File: src/rtl/dsr_pkg.sv
package dsr_pkg;
    localparam int HALF_W = 5;
    localparam int CHAR_W = 2 * HALF_W;
    localparam int CNT_W  = $clog2(CHAR_W);

    typedef logic [HALF_W-1:0] half_t;
    typedef logic [CHAR_W-1:0] char_t;

    // Default filler frame: a comma-bearing control character
    localparam char_t IDLE_CHAR = char_t'(10'b0011111010);

    typedef struct packed {
        logic  valid;
        char_t data;
    } slot_t;

    // Leading half occupies the upper bits
    function automatic char_t join_halves(half_t lead, half_t trail);
        return {lead, trail};
    endfunction
endpackage

File: src/rtl/dsr_half_capture.sv
module dsr_half_capture
    import dsr_pkg::*;
(
    input  logic  clk,
    input  logic  rst,
    input  logic  rise_stb,
    input  logic  fall_stb,
    input  half_t half_in,
    input  logic  take,
    output slot_t pend,
    output slot_t lpbk
);
    half_t lead_q;
    logic  lead_have;
    slot_t pend_q;
    slot_t lpbk_q;
    logic  complete;
    char_t joined;

    assign complete = fall_stb && lead_have;
    assign joined   = join_halves(lead_q, half_in);

    always_ff @(posedge clk) begin
        if (rst) begin
            lead_q    <= '0;
            lead_have <= 1'b0;
            pend_q    <= '0;
            lpbk_q    <= '0;
        end else begin
            lpbk_q.valid <= complete;
            if (complete) begin
                lpbk_q.data <= joined;
            end
            if (rise_stb) begin
                lead_q    <= half_in;
                lead_have <= 1'b1;
            end else if (complete) begin
                lead_have <= 1'b0;
            end
            if (complete) begin
                pend_q.valid <= 1'b1;
                pend_q.data  <= joined;
            end else if (take) begin
                pend_q.valid <= 1'b0;
            end
        end
    end

    assign pend = pend_q;
    assign lpbk = lpbk_q;

    // halves land in their fixed positions
    a_r1_half_order: assert property (@(posedge clk) disable iff (rst)
        (fall_stb && lead_have) |=>
            (lpbk.data[CHAR_W-1 -: HALF_W] == $past(lead_q)) &&
            (lpbk.data[HALF_W-1:0] == $past(half_in)));

    // orphan second half produces nothing
    a_r5_orphan_fall: assert property (@(posedge clk) disable iff (rst)
        (fall_stb && !lead_have) |=> !lpbk.valid);

    // a later rising strobe replaces the held first half
    a_r6_lead_replace: assert property (@(posedge clk) disable iff (rst)
        rise_stb |=> (lead_have && lead_q == $past(half_in)));

    // a waiting character stays put until taken
    a_r3_pend_hold: assert property (@(posedge clk) disable iff (rst)
        (pend.valid && !take && !fall_stb) |=> (pend.valid && $stable(pend.data)));
endmodule

File: src/rtl/dsr_frame_shifter.sv
module dsr_frame_shifter
    import dsr_pkg::*;
#(
    parameter char_t IDLE = IDLE_CHAR
) (
    input  logic  clk,
    input  logic  rst,
    input  slot_t pend,
    output logic  take,
    output logic  ser_out
);
    localparam logic [CNT_W-1:0] LAST = CNT_W'(CHAR_W - 1);

    logic [CNT_W-1:0] bit_cnt;
    char_t            shreg;

    assign take    = (bit_cnt == LAST);
    assign ser_out = shreg[CHAR_W-1];

    always_ff @(posedge clk) begin
        if (rst) begin
            bit_cnt <= '0;
            shreg   <= IDLE;
        end else if (take) begin
            bit_cnt <= '0;
            shreg   <= pend.valid ? pend.data : IDLE;
        end else begin
            bit_cnt <= bit_cnt + 1'b1;
            shreg   <= {shreg[CHAR_W-2:0], 1'b0};
        end
    end

    // inside a frame each cycle exposes the next lower bit
    a_r2_shift_step: assert property (@(posedge clk) disable iff (rst)
        (bit_cnt != LAST) |=> (ser_out == $past(shreg[CHAR_W-2])));

    // frame position advances by one each cycle
    a_r2_count_step: assert property (@(posedge clk) disable iff (rst)
        (bit_cnt != LAST) |=> (bit_cnt == $past(bit_cnt) + 1'b1));

    // a waiting character is what the reload picks up
    a_r3_load_pending: assert property (@(posedge clk) disable iff (rst)
        (take && pend.valid) |=> (shreg == $past(pend.data)));

    // empty slot at the boundary yields the filler frame
    a_r4_idle_fill: assert property (@(posedge clk) disable iff (rst)
        (take && !pend.valid) |=> (shreg == IDLE));
endmodule

File: src/rtl/ddr_half_serializer.sv
module ddr_half_serializer
    import dsr_pkg::*;
#(
    parameter char_t IDLE = IDLE_CHAR
) (
    input  logic              clk,
    input  logic              rst,
    input  logic              rise_stb,
    input  logic              fall_stb,
    input  logic [HALF_W-1:0] half_in,
    output logic              ser_out,
    output logic [CHAR_W-1:0] lpbk_char,
    output logic              lpbk_valid
);
    slot_t pend;
    slot_t lpbk;
    logic  take;

    dsr_half_capture u_capture (
        .clk      (clk),
        .rst      (rst),
        .rise_stb (rise_stb),
        .fall_stb (fall_stb),
        .half_in  (half_in),
        .take     (take),
        .pend     (pend),
        .lpbk     (lpbk)
    );

    dsr_frame_shifter #(.IDLE(IDLE)) u_shifter (
        .clk     (clk),
        .rst     (rst),
        .pend    (pend),
        .take    (take),
        .ser_out (ser_out)
    );

    assign lpbk_char  = lpbk.data;
    assign lpbk_valid = lpbk.valid;

    // the loopback pulse follows a completing falling strobe
    a_r8_lpbk_pulse: assert property (@(posedge clk) disable iff (rst)
        $rose(lpbk_valid) |-> $past(fall_stb));

    // reset leaves nothing waiting and no loopback pulse
    a_r9_reset_clear: assert property (@(posedge clk)
        $past(rst) |-> (!lpbk_valid && !pend.valid));
endmodule

File: config.mk
export PLATFORM = sky130hd
export DESIGN_NAME = ddr_half_serializer
export DESIGN_NICKNAME = d
export VERILOG_FILES = /design/src/rtl/dsr_pkg.sv /design/src/rtl/dsr_half_capture.sv /design/src/rtl/dsr_frame_shifter.sv /design/src/rtl/ddr_half_serializer.sv
export SDC_FILE = /design/constraint.sdc
export NUM_CORES = 1
export LEC_CHECK = 0
export BUFFER_PORTS_ARGS = -buffer_cell sky130_fd_sc_hd__buf_2
export CAP_MARGIN = 20
export CORE_MARGIN = 3
export CORE_UTILIZATION = 49
export DETAILED_ROUTE_END_ITERATION = 8
export PLACE_DENSITY = 0.74
export SETUP_SLACK_MARGIN = 0.02
export SYNTH_ARGS = -nofsm -noshare
export SYNTH_HDL_FRONTEND = slang
export SYNTH_HIERARCHICAL = 1
export SYNTH_SLANG_ARGS = --single-unit
File: constraint.sdc
create_clock -name clk -period 1.1 [get_ports clk]
set_input_delay 0.33 -clock clk [delete_from_list [all_inputs] [get_ports clk]]
set_output_delay 0.33 -clock clk [all_outputs]
set_load 0.01 [all_outputs]
==> impl_metrics.py, run 1 <==
metrics = {
    "routing": {
        "drtPass1Iterations": 4,
        "wl_per_cell_um": 14.01,
        "top_layer_used": "met4",
        "m1WireLength_um": 1348,
        "wirelength_um": 2830,
        "avgViaCountPerCell": 5.208,
        "wl_met2_um": 1347,
        "met3_length_um": 107,
        "drtIter0Drc": 15,
        "num_vias": 1052,
        "drt_drc_violations_left": 0,
        "ant_nets": 0,
    },
    "power": {
        "peakVddDrop_mv": 2.063,
        "powerDensity_nw_per_um2": 1324,
        "total_power_uw": 2378,
        "leakagePower_uw": 0.0007732,
    },
    "global_routing": {
        "grt_max_degree": 33,
        "grt_use_total": 0.1701,
        "grt_pass1_wl_um": 4560,
        "antenna_found_initial": 0,
        "overflow": 0,
        "grt_pass1_vias": 980,
    },
    "synthesis": {
        "synth_top_family_by_area": "compound AO/OA/AOI/OAI gates",
        "synth_area_per_cell_um2": 9.843,
        "synthMuxAreaShare": 0.03556,
        "syn-num-nets": 154,
        "synth_compound_area_frac": 0.1849,
        "yosys-top-cells-area": "dfxtp_1, buf_4, a21bo_1",
        "ys_seq_area_frac": 0.4551,
        "synth_top_area_frac": 0.4551,
        "syn_area_um2": 1408,
        "synth-simple-area-share": 0.1796,
        "ys_seq_elements": 32,
        "synth_top_area_cell": "dfxtp_1",
        "synth.distinct_cells": 26,
        "synth_xor_area_frac": 0.006222,
        "netlist_instances": 143,
        "synth_adder_area_share": 0.01778,
        "ys.warnings.count": 6,
    },
    "place": {
        "pre_cts_ws_ns": -0.05164,
        "dpl_cell_area_um2": 1504,
        "place_congestion": 0.7218,
        "dpl.hpwl_um": 1670,
        "post-place-cells": 180,
        "numPortBuffers": 20,
    },
    "die": {
        "die_h_um": 59.60,
        "coreArea_um2": 2613,
        "dieArea_um2": 3552,
        "die_width_um": 59.60,
        "ios": 21,
        "core.rowCount": 18,
        "start_util": 0.5388,
    },
    "timing": {
        "fin_crit_ns": 1.172,
        "max_clock_freq_mhz": 853.2,
        "whs_ns": 0.2487,
        "fin_skew_ns": 0.01085,
        "setup_ws_ns": -0.07212,
        "tightestPinTransition_ns": 0.3874,
        "setup_viol": 20,
        "slew_headroom": 0.7417,
        "grt_setup_unrepaired": "yes",
        "hold_viol": 0,
        "fin_crit_sh": 1.066,
        "slew_violations": 0,
    },
    "worst_setup_path": {
        "end_kind": "flip-flop",
        "worstPathRequired_ns": 1.32,
        "worstSetupPathType": "reg2reg",
        "cp-start-kind": "flip-flop",
        "critical_path_arrival_ns": 1.40,
        "crit_fanout": 6,
    },
    "clocking": {
        "cts_max_level": 2,
        "clkSlewWorstSetupHoldPaths_ns": 0.10,
        "cts_made_buffers": 5,
        "insertion_delay_ns": 0.33,
        "numClockSinks": 32,
        "root_buffer": "clkbuf_4",
        "holdBufCountCts": 0,
        "cts_tree": "done",
        "clock_path_buffers": 2,
    },
    "job": {
        "max_cap_viol_count": 0,
    },
    "layout": {
        "diodes": 0,
        "drive_gt1_frac": 0.4884,
        "area_growth_syn_to_layout_pct": 27.56,
        "finish.instance_area_um2": 1795,
        "fin_nets": 182,
        "fin_cells": 202,
        "fillers": 204,
    },
    "outcome": {
        "failed_checks": "setup timing",
        "run_status": "complete, but fails checks",
    },
    "hold_path": {
        "hp-class": "in2reg",
    },
}
[per-layer routing]
metal	vias to the layer above	global-route usage
li1	541	-
met1	486	0.2363
met2	21	0.2496
met3	4	0.05882
met4	0	0.04747
met5	-	0
[synthesized netlist by cell type]
master and n:
nand2_1 6, nor3_1 4, buf_2 1, inv_2 1, a21oi_2 9, ha_1 2, a31oi_1 1, buf_1 1
buf_6 3, nor2_1 12, a21oi_1 6, o21bai_1 6, inv_1 2, mux2i_1 5, nand3b_4 1, buf_4 15
a21bo_1 9, nand3_1 14, a21bo_2 1, nand2b_1 2, dfxtp_1 32, clkbuf_1 1, xnor2_1 1, nor3b_1 6
nand4b_1 1, or3b_1 1
[cell type report]
cell class,instances,area (um^2),share of cell area
timing repair buffer,42,347.8,0.1937
sequential,32,655.6,0.3652
clock inverter,2,35.03,0.01951
multi-input combinational,87,664.4,0.3700
tap,30,37.54,0.02091
inverter,3,13.76,0.007666
clock buffer,6,41.29,0.02300
[kinds of logic (layout without fill, tap and decap cells)]
logic type,after synthesis,count (layout)
buf+inv,24,53
xor+xnor,1,1
flops,32,32
simple gates,47,47
fa+ha+maj,2,2
compound gates,32,32
mux,5,5
[stage by stage]
step                  util  setup TNS, ns
floorplan                -              0
global placement    0.5757       -0.02268
detailed placement  0.5757        -0.1952
CTS                 0.6609        -0.5553
global route        0.6873         -2.003
finish              0.6873        -0.5648
[worst paths after layout]
| path | startpoint | endpoint | slack (ns) | cells past startpoint |
|---|---|---|---|---|
| setup / recovery | u_shifter/bit_cnt[1] | u_shifter/shreg[7] | -0.07 | 6 |
| hold / removal | half_in[1] | u_capture/lead_q[1] | 0.25 | 3 |
| setup reg to reg | u_shifter/bit_cnt[1] | u_shifter/shreg[7] | -0.07 | 6 |
| hold reg to reg | u_shifter/shreg[1] | u_shifter/shreg[2] | 0.45 | 2 |
[sequential cells by signal (all words and copies together), names as in the netlist]
register / cells
u_capture/lpbk: 11
u_shifter/shreg: 10
u_capture/lead_q: 5
u_shifter/bit_cnt: 4
u_capture/lead_have: 1
u_capture/pend: 1
[report_power, final]
part	leakage [uW]	switching [uW]	internal [uW]
registers	0.000268	32.8	1210
logic	0.000463	129	137
clock network	0.0000422	390	476
total	0.000773	551	1830
[worst max-delay path: stages, from the launching register on]
cell	delay, ns
dfxtp_2	0.33
inv_2	0.06
ha_4	0.14
nand3b_4	0.12
buf_8	0.17
nor3b_2	0.18
o21bai_1	0.07
[what timing repair did]
item                       4_1_cts  5_1_grt
gates resized for setup         21        7
setup endpoints to repair       24       27
setup buffers                    9        5
pin swaps                        0        4
[cells in the final DEF (no fill, tap or decap), drive strengths merged]
cell type	netlist	layout
a21oi	15	15
or3b	1	1
nand2	6	6
inv	3	3
nand2b	2	2
xnor2	1	1
dfxtp	32	32
bufinv	0	1
o21bai	6	6
mux2i	5	5
nand4b	1	1
ha	2	2
clkbuf	1	6
a21bo	10	10
nor3	4	4
nand3b	1	1
nor2	12	12
clkinv	0	1
nor3b	6	6
a31oi	1	1
buf	20	42
nand3	14	14
(Power assumes the default switching activity.)
==> run 2, diff against run 1 <==
--- a/config.mk
+++ b/config.mk
@@ -7,7 +7,6 @@
 export LEC_CHECK = 0
 export BUFFER_PORTS_ARGS = -buffer_cell sky130_fd_sc_hd__buf_2
 export CAP_MARGIN = 20
-export CORE_MARGIN = 3
 export CORE_UTILIZATION = 49
 export DETAILED_ROUTE_END_ITERATION = 8
 export PLACE_DENSITY = 0.74
==> impl_metrics.py, run 2 (synthesis gave the netlist of run 1 again) <==
metrics = {
    "outcome": {
        "run_status": "complete, but fails checks",
        "failed_checks": "setup timing",
    },
    "place": {
        "place_congestion": 0.7362,
        "dpl.hpwl_um": 1711,
        "numPortBuffers": 20,
        "dpl_cell_area_um2": 1523,
        "post-place-cells": 180,
    },
    "timing": {
        "setup_tns_ns": -0.3834,
        "fin_crit_sh": 1.081,
        "slew_headroom": 0.7581,
        "grt_setup_unrepaired": "yes",
        "tightestPinTransition_ns": 0.3629,
        "hold_viol": 0,
        "fin_crit_ns": 1.189,
        "setup_ws_ns": -0.08877,
        "fin_skew_ns": 0.007235,
        "setup_viol": 17,
        "slew_violations": 0,
        "max_clock_freq_mhz": 841.2,
    },
    "routing": {
        "drtPass1Iterations": 4,
        "drtIter0Drc": 33,
        "drt_drc_violations_left": 0,
        "wirelength_um": 2761,
        "num_vias": 1061,
        "ant_nets": 0,
        "avgViaCountPerCell": 5.359,
        "wl_per_cell_um": 13.94,
    },
    "power": {
        "power.share.clock": 0.331,
        "leakagePower_uw": 0.0007574,
        "total_power_uw": 2259,
        "p_sw_uw": 546.3,
        "p_seq_frac": 0.554,
        "peakVddDrop_mv": 1.014,
        "netSwitchingFraction": 0.2418,
        "p_int_uw": 1713,
        "pwr-share-comb": 0.115,
        "powerDensity_nw_per_um2": 1288,
    },
    "die": {
        "start_util": 0.5149,
        "ios": 21,
        "coreArea_um2": 2734,
        "core.rowCount": 19,
        "dieArea_um2": 3091,
        "die_width_um": 55.60,
        "die_h_um": 55.60,
    },
    "worst_setup_path": {
        "worstSetupPathType": "reg2reg",
        "crit_fanout": 10,
        "worstPathRequired_ns": 1.31,
        "slowest_stage": "dfxtp_2",
        "crit_chain": "inv_2, ha_4, nand3b_4, buf_12, nor3b_4, o21bai_1",
        "critical_path_arrival_ns": 1.40,
        "slowest_delay_ns": 0.34,
        "cp-start-kind": "flip-flop",
        "end_kind": "flip-flop",
    },
    "layout": {
        "finish.instance_area_um2": 1754,
        "largest_reg_flops": 11,
        "fin_nets": 178,
        "area_growth_syn_to_layout_pct": 24.62,
        "diodes": 0,
        "drive_gt1_frac": 0.4611,
        "final_cell_mix": "dfxtp_1, buf_4, nand3_1",
        "layout_commonest_cell": "dfxtp_1",
        "fin_cells": 198,
    },
    "clocking": {
        "clkSlewWorstSetupHoldPaths_ns": 0.09,
        "cts_made_buffers": 5,
        "cts_tree": "done",
        "root_buffer": "clkbuf_4",
        "numClockSinks": 32,
        "cts_max_level": 2,
        "clock_path_buffers": 2,
        "insertion_delay_ns": 0.33,
    },
    "global_routing": {
        "antenna_found_initial": 0,
        "overflow": 0,
        "grt_max_degree": 33,
        "grt_pass1_vias": 999,
        "grt_use_total": 0.1939,
        "grt_pass1_wl_um": 4574,
    },
    "job": {
        "max_cap_viol_count": 0,
    },
    "hold_path": {
        "hp-class": "in2reg",
    },
}
[run 2: what timing repair did]
action	CTS	global route
endpoints found under the setup margin	24	25
resized for setup	20	2
setup buffers	9	2
hold buffers	0	0
gates cloned	0	0
pin swaps	0	2
[run 2: worst paths after layout]
path / start / to / slack [ns] / depth (start not counted)
max: u_shifter/bit_cnt[1] / u_shifter/shreg[3] / -0.09 / 6
min: half_in[4] / u_capture/lpbk[4] / 0.26 / 3
max reg2reg: u_shifter/bit_cnt[1] / u_shifter/shreg[3] / -0.09 / 6
min reg2reg: u_shifter/shreg[7] / u_shifter/shreg[8] / 0.45 / 2
[run 2: final cells by class]
class | instances | area, um^2
Fill cell | 210 | 979.7
Multi-Input combinational cell | 87 | 645.6
Clock buffer | 7 | 65.06
Inverter | 3 | 13.76
Sequential cell | 32 | 655.6
Tap cell | 31 | 38.79
Timing Repair Buffer | 38 | 335.3
[run 2: layer usage]
layer  vias to the layer above  part of all wire  global-route usage  routed length [um]
met5                         -                 0                   0                   0
met4                         0             0.018             0.07857                  51
met3                         7             0.042             0.07442                 117
met2                        30              0.48              0.3046                1320
met1                       500              0.46              0.2392                1271
li1                        524                 -                   -                   -
[run 2: power groups by stage]
| stage | logic [uW] | clock network, uW | registers, uW |
|---|---|---|---|
| after floorplan | 166 | 0 | 1270 |
| after global placement | 218 | 0 | 1270 |
| after detailed placement | 226 | 0 | 1280 |
| after CTS | 255 | 766 | 1250 |
| after global routing | 282 | 798 | 1260 |
| final | 260 | 748 | 1250 |
[run 2: critical path: cells and delay by family (launching register included)]
| kind | cells | cell delay, ns |
|---|---|---|
| flip-flops | 1 | 0.34 |
| AO/OA/AOI/OAI | 1 | 0.09 |
| AND/OR/NAND/NOR | 2 | 0.29 |
| adder cells (fa/ha/maj) | 1 | 0.14 |
| buffers and inverters | 2 | 0.23 |
[run 2: per-stage QoR]
stage | hold slack, ns | setup WS, ns | util
final | 0.2595 | -0.08877 | 0.6416
after floorplan | 0.4070 | 0.01536 | -
after detailed placement | 0.4311 | -0.04949 | 0.5570
after global routing | 0.2618 | -0.1188 | 0.6416
after CTS | 0.2451 | -0.06647 | 0.6330
after global placement | 0.4273 | 0.005507 | 0.5570
==> run 3, diff against run 2 <==
--- a/config.mk
+++ b/config.mk
@@ -6,7 +6,6 @@
 export NUM_CORES = 1
 export LEC_CHECK = 0
 export BUFFER_PORTS_ARGS = -buffer_cell sky130_fd_sc_hd__buf_2
-export CAP_MARGIN = 20
 export CORE_UTILIZATION = 49
 export DETAILED_ROUTE_END_ITERATION = 8
 export PLACE_DENSITY = 0.74
@@ -15,3 +14,4 @@
 export SYNTH_HDL_FRONTEND = slang
 export SYNTH_HIERARCHICAL = 1
 export SYNTH_SLANG_ARGS = --single-unit
+export TNS_END_PERCENT = 5
==> constraint.sdc (replaced) <==
create_clock -name clk -period 1.1 [get_ports clk]
set_input_delay 0.11 -clock clk [delete_from_list [all_inputs] [get_ports clk]]
set_output_delay 0.11 -clock clk [all_outputs]
set_load 0.01 [all_outputs]
==> impl_metrics.py, run 3 (synthesis gave the netlist of run 1 again) <==
metrics = {
    "outcome": {
        "run_status": "complete, but fails checks",
        "failed_checks": "setup timing",
    },
    "timing": {
        "hold_viol": 0,
        "fin_skew_ns": 0.01159,
        "fin_crit_ns": 1.159,
        "fin_crit_sh": 1.054,
        "whs_ns": 0.02488,
        "tightestPinTransition_ns": 0.3917,
        "grt_setup_unrepaired": "yes",
        "slew_violations": 0,
        "slew_headroom": 0.7389,
        "setup_ws_ns": -0.05919,
        "setup_viol": 7,
        "max_clock_freq_mhz": 862.7,
    },
    "power": {
        "peakVddDrop_mv": 0.8219,
        "total_power_uw": 2089,
        "leakagePower_uw": 0.0006801,
        "powerDensity_nw_per_um2": 1325,
    },
    "hold_path": {
        "holdPathEnd": "u_capture/lead_q[3]",
        "hold_depth": 3,
        "hp-class": "in2reg",
        "min_from": "half_in[3]",
    },
    "worst_setup_path": {
        "end_kind": "flip-flop",
        "reg2regPathDepth": 6,
        "rr_endpoint": "u_shifter/shreg[7]",
        "critical_path_arrival_ns": 1.39,
        "r2r_slack_ns": -0.06,
        "crit_fanout": 10,
        "worstSetupPathType": "reg2reg",
        "cp-start-kind": "flip-flop",
        "reg2reg_from": "u_shifter/bit_cnt[1]",
        "worstPathRequired_ns": 1.33,
    },
    "place": {
        "dpl_cell_area_um2": 1503,
        "pre_cts_ws_ns": -0.09586,
        "numPortBuffers": 20,
        "dpl.hpwl_um": 1833,
        "place_congestion": 0.7754,
    },
    "layout": {
        "final_cell_mix": "dfxtp_1, buf_2, nand3_1",
        "largest_reg_flops": 11,
        "fillers": 263,
        "drive_gt1_frac": 0.3734,
        "diodes": 0,
        "area_growth_syn_to_layout_pct": 12.00,
        "finish.instance_area_um2": 1577,
        "layout_commonest_cell": "dfxtp_1",
        "fin_nets": 169,
    },
    "clocking": {
        "root_buffer": "clkbuf_4",
        "cts_max_level": 2,
        "clock_path_buffers": 2,
        "numClockSinks": 32,
        "holdBufCountCts": 0,
        "cts_tree": "done",
        "clkSlewWorstSetupHoldPaths_ns": 0.09,
        "insertion_delay_ns": 0.34,
        "cts_made_buffers": 5,
    },
    "routing": {
        "wirelength_um": 2629,
        "num_vias": 1020,
        "wl_per_cell_um": 13.91,
        "ant_nets": 0,
        "drt_drc_violations_left": 0,
        "drtPass1Iterations": 4,
        "avgViaCountPerCell": 5.397,
        "drtIter0Drc": 34,
    },
    "global_routing": {
        "antenna_found_initial": 0,
        "overflow": 0,
        "grt_pass1_wl_um": 4733,
        "grt_use_total": 0.1982,
        "grt_max_degree": 23,
        "grt_pass1_vias": 1020,
    },
    "die": {
        "start_util": 0.5149,
        "coreArea_um2": 2734,
        "ios": 21,
        "dieArea_um2": 3091,
        "die_h_um": 55.60,
        "die_width_um": 55.60,
        "core.rowCount": 19,
    },
    "job": {
        "max_cap_viol_count": 0,
    },
}
==> run 3: cell types whose count changed in the layout (fill, tap and decap cells not counted) <==
cell | previous run | this run
dfxtp_1 | 20 | 28
buf_4 | 15 | 8
clkbuf_8 | 2 | 0
buf_2 | 10 | 20
clkinv_2 | 0 | 1
nor3b_2 | 5 | 4
buf_6 | 10 | 0
dfxtp_2 | 12 | 4
clkbuf_1 | 0 | 1
nor3b_4 | 1 | 2
buf_12 | 3 | 1
==> run 3: final cells by class <==
type                    instances  area [um^2]  area share
well taps                      31        38.79     0.02460
clock inverters                 1        5.005    0.003175
inverters                       3        13.76    0.008730
flip-flops and latches         32        645.6      0.4095
multi-input cells              87        651.9      0.4135
repair buffers                 29        180.2      0.1143
clock buffers                   6        41.29     0.02619
==> run 3: timing repair <==
action / CTS / global route
setup endpoints to repair: 14 / 14
gates resized for setup: 2 / 5
buffers inserted: 0 / 0
endpoints found under the hold margin: 0 / 0
==> run 3: metal layers <==
| layer | part of all wire | vias up | global-route usage |
|---|---|---|---|
| met4 | 0.017 | 0 | 0.08571 |
| met2 | 0.50 | 16 | 0.3150 |
| li1 | - | 506 | - |
| met5 | 0 | - | 0 |
| met3 | 0.040 | 5 | 0.06512 |
| met1 | 0.44 | 493 | 0.2459 |
==> run 3: worst max path at each step <==
stage | from | endpoint | depth (start not counted)
global route | u_shifter/bit_cnt[1] | u_shifter/shreg[7] | 6
global placement | u_shifter/bit_cnt[1] | u_shifter/shreg[7] | 6
detailed placement | u_shifter/bit_cnt[1] | u_shifter/shreg[7] | 6
floorplan | u_shifter/bit_cnt[1] | u_capture/pend[10] | 7
CTS | u_shifter/bit_cnt[1] | u_shifter/shreg[7] | 6
finish | u_shifter/bit_cnt[1] | u_shifter/shreg[7] | 6
==> run 3: report_power, final <==
group          leakage, uW  total (uW)  switching [uW]  internal [uW]
sequential        0.000264        1250            36.3           1210
combinational     0.000388         226             117            109
clock            0.0000281         615             380            235
total             0.000680        2090             533           1560
==> run 3: critical path, cell delays in order (launching register included) <==
cell	delay, ns
dfxtp_2	0.33
inv_2	0.06
ha_4	0.15
nand3b_4	0.10
buf_12	0.16
nor3b_2	0.16
o21bai_1	0.09
==> run 3: per-stage QoR <==
stage | util | std cells | TNS [ns]
after global placement | 0.5497 | 182 | -0.1218
after floorplan | - | 143 | 0
after global routing | 0.5767 | 189 | -0.9031
final | 0.5767 | 189 | -0.2400
after CTS | 0.5703 | 189 | -0.2893
after detailed placement | 0.5497 | 182 | -0.7956
